<file path="src/rtl/syscfg_pkg.sv">
// Package: shared widths, bit positions and masks of the configuration register.
// Assumes an 8-bit register; the bit positions are fixed because the
// neighbouring blocks decode them.
package syscfg_pkg;
    localparam int REG_W        = 8;
    localparam int B_ADC_PWR    = 7;
    localparam int B_CLK_SEL    = 6;
    localparam int B_IRQ_EDGE   = 5;
    localparam int B_OSC_DLY    = 4;
    localparam int B_CLKMON     = 3;
    localparam int B_COP_HI     = 1;
    localparam int B_COP_LO     = 0;

    // bits writable at any time
    localparam logic [REG_W-1:0] FREE_MASK = 8'hC8;
    // bits that are write-once inside the post-reset window in normal mode
    localparam logic [REG_W-1:0] PROT_MASK = 8'h33;
    // bits that have storage at all
    localparam logic [REG_W-1:0] IMPL_MASK = FREE_MASK | PROT_MASK;
    localparam logic [REG_W-1:0] RESET_VAL = 8'h10;
endpackage

</file>
<file path="src/rtl/syscfg_window.sv">
// Module: post-reset protection window tracker.
// Counts rising edges since reset release, saturating at WINDOW_CYCLES, and
// remembers whether any register write has happened. The window is open
// while both the count is below the limit and no write has been seen.
// Assumes rst_n is synchronous and active low.
module syscfg_window #(
    parameter int WINDOW_CYCLES = 64
) (
    input  logic clk,
    input  logic rst_n,
    input  logic wr_en,
    output logic win_open
);
    localparam int CNT_W = $clog2(WINDOW_CYCLES + 1);
    localparam logic [CNT_W-1:0] LIMIT = CNT_W'(WINDOW_CYCLES);

    logic [CNT_W-1:0] edge_cnt;
    logic             wrote_once;

    // Count edges after reset, holding at the limit.
    always_ff @(posedge clk) begin
        if (!rst_n) begin
            edge_cnt <= '0;
        end else if (edge_cnt != LIMIT) begin
            edge_cnt <= edge_cnt + 1'b1;
        end
    end

    // Remember the first write since reset.
    always_ff @(posedge clk) begin
        if (!rst_n) begin
            wrote_once <= 1'b0;
        end else if (wr_en) begin
            wrote_once <= 1'b1;
        end
    end

    // Window is open only before the limit and before any write.
    always_comb begin
        win_open = (edge_cnt != LIMIT) && !wrote_once;
    end
endmodule

</file>
<file path="src/rtl/syscfg_store.sv">
// Module: register storage with a per-bit write qualifier.
// Free bits load on every write; protected bits load only in special mode
// or while the protection window is open; unimplemented bits are tied to 0.
// Assumes wr_en is a single-cycle-per-access strobe sampled on clk.
module syscfg_store
    import syscfg_pkg::*;
#(
    parameter logic [REG_W-1:0] FREE_BITS = FREE_MASK,
    parameter logic [REG_W-1:0] PROT_BITS = PROT_MASK,
    parameter logic [REG_W-1:0] RST_VALUE = RESET_VAL
) (
    input  logic             clk,
    input  logic             rst_n,
    input  logic             special_mode,
    input  logic             win_open,
    input  logic             wr_en,
    input  logic [REG_W-1:0] wr_data,
    output logic [REG_W-1:0] cfg_q
);
    logic prot_ok;

    // Protected bits may change in special mode or inside the window.
    always_comb begin
        prot_ok = special_mode || win_open;
    end

    for (genvar i = 0; i < REG_W; i++) begin : g_bit
        if (FREE_BITS[i]) begin : g_free
            // Free bit: load on any write.
            always_ff @(posedge clk) begin
                if (!rst_n) begin
                    cfg_q[i] <= RST_VALUE[i];
                end else if (wr_en) begin
                    cfg_q[i] <= wr_data[i];
                end
            end
        end else if (PROT_BITS[i]) begin : g_prot
            // Protected bit: load only when the qualifier allows it.
            always_ff @(posedge clk) begin
                if (!rst_n) begin
                    cfg_q[i] <= RST_VALUE[i];
                end else if (wr_en && prot_ok) begin
                    cfg_q[i] <= wr_data[i];
                end
            end
        end else begin : g_none
            // Unimplemented bit: constant zero.
            always_comb begin
                cfg_q[i] = 1'b0;
            end
        end
    end
endmodule

</file>
<file path="src/rtl/syscfg_wake.sv">
// Module: STOP-exit delay timer.
// An idle request loads LONG_DELAY or SHORT_DELAY depending on long_sel,
// counts down one per clock and emits a one-cycle resume strobe on the edge
// where the count leaves 1. Requests while counting are dropped.
// Assumes both delays are at least 1.
module syscfg_wake #(
    parameter int LONG_DELAY  = 4000,
    parameter int SHORT_DELAY = 4
) (
    input  logic clk,
    input  logic rst_n,
    input  logic exit_req,
    input  logic long_sel,
    output logic resume
);
    localparam int DLY_W = $clog2(LONG_DELAY + 1);
    localparam logic [DLY_W-1:0] LONG_LD  = DLY_W'(LONG_DELAY);
    localparam logic [DLY_W-1:0] SHORT_LD = DLY_W'(SHORT_DELAY);

    logic [DLY_W-1:0] remain;
    logic             idle;

    // Timer is idle when nothing is left to count.
    always_comb begin
        idle = (remain == '0);
    end

    // Load on an idle request, otherwise count down to zero.
    always_ff @(posedge clk) begin
        if (!rst_n) begin
            remain <= '0;
        end else if (idle) begin
            if (exit_req) begin
                remain <= long_sel ? LONG_LD : SHORT_LD;
            end
        end else begin
            remain <= remain - 1'b1;
        end
    end

    // Strobe for one cycle when the last count is consumed.
    always_ff @(posedge clk) begin
        if (!rst_n) begin
            resume <= 1'b0;
        end else begin
            resume <= (remain == DLY_W'(1));
        end
    end
endmodule

</file>
<file path="src/rtl/syscfg_guard.sv">
// Module: top of the time-protected system configuration register.
// Joins the protection window, the bit storage and the STOP-exit timer, and
// fans the stored bits out to the decoded control lines.
// Assumes special_mode is static while out of reset.
module syscfg_guard
    import syscfg_pkg::*;
#(
    parameter int WINDOW_CYCLES = 64,
    parameter int LONG_DELAY    = 4000,
    parameter int SHORT_DELAY   = 4
) (
    input  logic             clk,
    input  logic             rst_n,
    input  logic             special_mode,
    input  logic             wr_en,
    input  logic [REG_W-1:0] wr_data,
    output logic [REG_W-1:0] rd_data,
    input  logic             stop_exit_req,
    output logic             resume_pulse,
    output logic             adc_power_en,
    output logic             conv_clk_sel,
    output logic             irq_edge_only,
    output logic             osc_delay_en,
    output logic             clkmon_en,
    output logic [1:0]       cop_rate
);
    logic             win_open;
    logic [REG_W-1:0] cfg_q;

    syscfg_window #(
        .WINDOW_CYCLES(WINDOW_CYCLES)
    ) u_window (
        .clk     (clk),
        .rst_n   (rst_n),
        .wr_en   (wr_en),
        .win_open(win_open)
    );

    syscfg_store u_store (
        .clk         (clk),
        .rst_n       (rst_n),
        .special_mode(special_mode),
        .win_open    (win_open),
        .wr_en       (wr_en),
        .wr_data     (wr_data),
        .cfg_q       (cfg_q)
    );

    syscfg_wake #(
        .LONG_DELAY (LONG_DELAY),
        .SHORT_DELAY(SHORT_DELAY)
    ) u_wake (
        .clk     (clk),
        .rst_n   (rst_n),
        .exit_req(stop_exit_req),
        .long_sel(cfg_q[B_OSC_DLY]),
        .resume  (resume_pulse)
    );

    // Decode the stored bits onto the control lines and the read bus.
    always_comb begin
        rd_data       = cfg_q;
        adc_power_en  = cfg_q[B_ADC_PWR];
        conv_clk_sel  = cfg_q[B_CLK_SEL];
        irq_edge_only = cfg_q[B_IRQ_EDGE];
        osc_delay_en  = cfg_q[B_OSC_DLY];
        clkmon_en     = cfg_q[B_CLKMON];
        cop_rate      = {cfg_q[B_COP_HI], cfg_q[B_COP_LO]};
    end
endmodule

</file>
<file path="config.mk">
export PLATFORM = sky130hd
export DESIGN_NAME = syscfg_guard
export DESIGN_NICKNAME = d
export VERILOG_FILES = /design/src/rtl/syscfg_pkg.sv /design/src/rtl/syscfg_window.sv /design/src/rtl/syscfg_store.sv /design/src/rtl/syscfg_wake.sv /design/src/rtl/syscfg_guard.sv
export SDC_FILE = /design/constraint.sdc
export NUM_CORES = 1
export LEC_CHECK = 0
export BUFFER_PORTS_ARGS = -buffer_cell sky130_fd_sc_hd__buf_2
export CAP_MARGIN = 20
export CORE_UTILIZATION = 47
export CTS_BUF_LIST = sky130_fd_sc_hd__clkbuf_4 sky130_fd_sc_hd__clkbuf_8 sky130_fd_sc_hd__clkbuf_16
export CTS_CLUSTER_SIZE = 40
export DETAILED_ROUTE_END_ITERATION = 12
export PLACE_DENSITY = 0.81
export SYNTH_ARGS = -nofsm -noshare
export SYNTH_HDL_FRONTEND = slang
export SYNTH_SLANG_ARGS = --single-unit
</file>
<file path="constraint.sdc">
create_clock -name clk -period 1.89 [get_ports clk]
set_clock_uncertainty 0.2 [all_clocks]
set_input_delay 0.189 -clock clk [delete_from_list [all_inputs] [get_ports clk]]
set_output_delay 0.189 -clock clk [all_outputs]
set_load 0.02 [all_outputs]
</file>
==> flow_summary.ini <==
[outcome]
outcome = complete, but fails checks
violations = DRC, setup timing

[worst_setup_path]
start_kind = flip-flop
rr_worst_depth = 7
cp_max_fo = 4
path_class = reg2reg
rrSetupSlack_ps = -170
cp.required_ps = 1960
r2r-start = u_wake.remain[0]
path_cells = inv_2 -> ha_4 -> or4b_4 -> nor4b_4 -> buf_4 -> a311o_1 -> o311a_1
cpMaxStageDelayCell = or4b_4
reg2reg_to = u_wake.remain[5]
critical_path.startpoint = u_wake.remain[0]
critPathMaxStageDelay_ps = 510
cp.arrival_ps = 2130
end_kind = flip-flop

[floorplan]
die_h_um = 57.5
fp.coreArea_um2 = 2830
start_util = 0.513
io-pin-count = 29
die_w_um = 57.5
rows = 19
dieArea_um2 = 3310

[route]
vias_per_cell = 5.58
wire_per_inst_um = 14.0
first_pass_iters = 8
num_vias = 1260
drt_iter0_markers = 33
ant_nets = 0
drc_errors = 1
wl_um = 3160

[place]
finalWeightedCongestion = 0.857
place_hpwl_um = 2200
detailedPlace.worstSlack_ps = -142
dp_cells = 213
place_area_um2 = 1660
numPortBuffers = 26

[sta]
period_share = 1.09
drv_slew = 0
fmax_mhz = 486
finalHoldViolCount = 0
fin_ws_ps = -168
timing.hold.ws_ps = 32.9
setup_violations = 9
rsz0062_at_grt = yes
post-route-min-period_ps = 2060

[synthesis]
ys_warn_count = 0
synth-seq-cells = 28
syn_inst = 153
synth.distinct_cells = 45
syn_avg_cell_area_um2 = 9.48
synth_nets = 171
async_flop_share = 0
synth_edf_count = 0
ys.flop_type = dfxtp_1
netlist_area_um2 = 1450
seq_area_frac_synth = 0.387

[clocking]
cts_buffers = 3
cts_max_level = 1
cts_tree = built
numClockSinks = 28
root_buffer = clkbuf_4
worstSkewPairLatency_ps = 320
clk_pin_slew_worst_paths_ps = 140
clockBufferDepth = 2

[global_route]
antenna_found_initial = 0
grt_pass1_wl_um = 5520
grt_max_degree = 16
grt_usage = 0.214
grt.overflow.total = 0
grt_pass1_vias = 1307

[pwr]
p_leak_nw = 0.838
peakVddDrop_mv = 0.771
power_density_nw_per_um2 = 1430
power.total_w = 0.00263

[min_path]
min-delay-start = stop_exit_req
min_path_type = in2reg
whs_endpoint = u_wake.remain[4]
holdPathStages = 4

[cells_and_area]
layoutNonFillerInstCount = 226
drive_gt1_frac = 0.359
fin_nets = 214
area_growth_pct = 26.6
stdcell_area_um2 = 1840
antenna_cells = 0

[job]
cap_viol_max_count = 0
[report_power, final]
part | internal, W | total (W) | leakage [nW] | switching, W
Sequential | 0.000735 | 0.000857 | 0.232 | 0.000121
Clock | 0.000118 | 0.000287 | 0.0210 | 0.000170
Combinational | 0.000783 | 0.00149 | 0.585 | 0.000702
[worst max path at each step]
stage / endpoint / slack, ps
2_1_floorplan: u_wake.remain[6] / -60
3_3_place_gp: u_wake.remain[5] / -90
3_5_place_dp: u_wake.remain[8] / -140
4_1_cts: u_wake.remain[0] / -170
5_1_grt: u_wake.remain[1] / -250
6_report: u_wake.remain[5] / -170
[through the flow]
step	util	TNS (ps)
global placement	0.586	-657
finish	0.649	-1190
floorplan	-	-280
detailed placement	0.586	-1250
CTS	0.642	-1380
global route	0.649	-1950
[final cells by class]
class | instances | area, um^2
flip-flops and latches | 28 | 566
repair buffers | 54 | 370
clock buffers | 4 | 36.3
well taps | 31 | 38.8
fillers | 218 | 993
multi-input cells | 102 | 798
inverters | 7 | 26.3
[flip-flops by register name, summed over array words and instances, names as in the netlist]
| name | count |
|---|---|
| u_wake.remain | 12 |
| u_window.wrote_once | 1 |
| u_window.edge_cnt | 7 |
| u_store.cfg_q | 7 |
| u_wake.resume | 1 |
[cell usage after synthesis (3+ instances only)]
cell type  instances  share of area
a211oi_1           4          0.021
and2_1             3          0.013
and3_1             4          0.017
buf_4              8          0.041
buf_6              3          0.023
clkbuf_1           5          0.013
dfxtp_1           28           0.39
ha_1               5          0.043
inv_1              7          0.018
mux2i_1            9          0.062
nand2_1            6          0.016
nand3_1            3          0.010
nor2_1             9          0.023
nor2b_1            8          0.035
nor3_1             4          0.014
nor4_1             5          0.022
o21a_1             3          0.016
xnor2_1            6          0.036
[logic make-up after synthesis]
group | after synthesis | share of synthesized area
flops | 28 | 0.387
simple gates | 57 | 0.242
compound gates | 21 | 0.112
mux | 10 | 0.0699
xor+xnor | 8 | 0.0483
buf+inv | 23 | 0.0958
fa+ha+maj | 5 | 0.0431
other cells | 1 | 0.00259
[placed cells by master (no fill, tap or decap), drive strengths merged, types with 2 or more instances in the layout]
| master | count |
|---|---|
| and2 | 3 |
| dfxtp | 28 |
| nand3b | 2 |
| nor4b | 2 |
| nor4 | 5 |
| nand3 | 3 |
| nand4 | 2 |
| nor2 | 9 |
| o21a | 3 |
| or4 | 2 |
| o21ai | 2 |
| and3 | 4 |
| inv | 7 |
| nor2b | 8 |
| buf | 45 |
| a211oi | 4 |
| xor2 | 2 |
| dlygate4sd3 | 9 |
| xnor2 | 6 |
| nor3 | 5 |
| a21boi | 2 |
| clkbuf | 4 |
| mux2i | 9 |
| nand2 | 6 |
| or3 | 2 |
| a21oi | 2 |
| ha | 5 |
[routing by layer]
layer  global-route usage  up-vias  part of all wire
met2                0.397       36              0.53
li1                     -      617                 -
met5                    0        -                 0
met1                0.237      601              0.41
met4                0.101        0             0.015
met3               0.0295        6             0.036
[repair_timing]
action                                  in CTS  in global routing
hold endpoints to repair                     9                  0
pin swaps                                    2                  1
hold buffers                                 9                  0
setup buffers                                0                  0
endpoints found under the setup margin      12                 13
gates resized for setup                      7                  5
[worst max-delay path, delay by kind of cell, from the launching register on]
family	cells	cell delay, ps
buffers and inverters	2	240
adders and majority gates	1	120
AOI/OAI and AO/OA	2	300
and+or+nand+nor	2	790
DFF	1	350
Power figures use the tool's default switching activity.
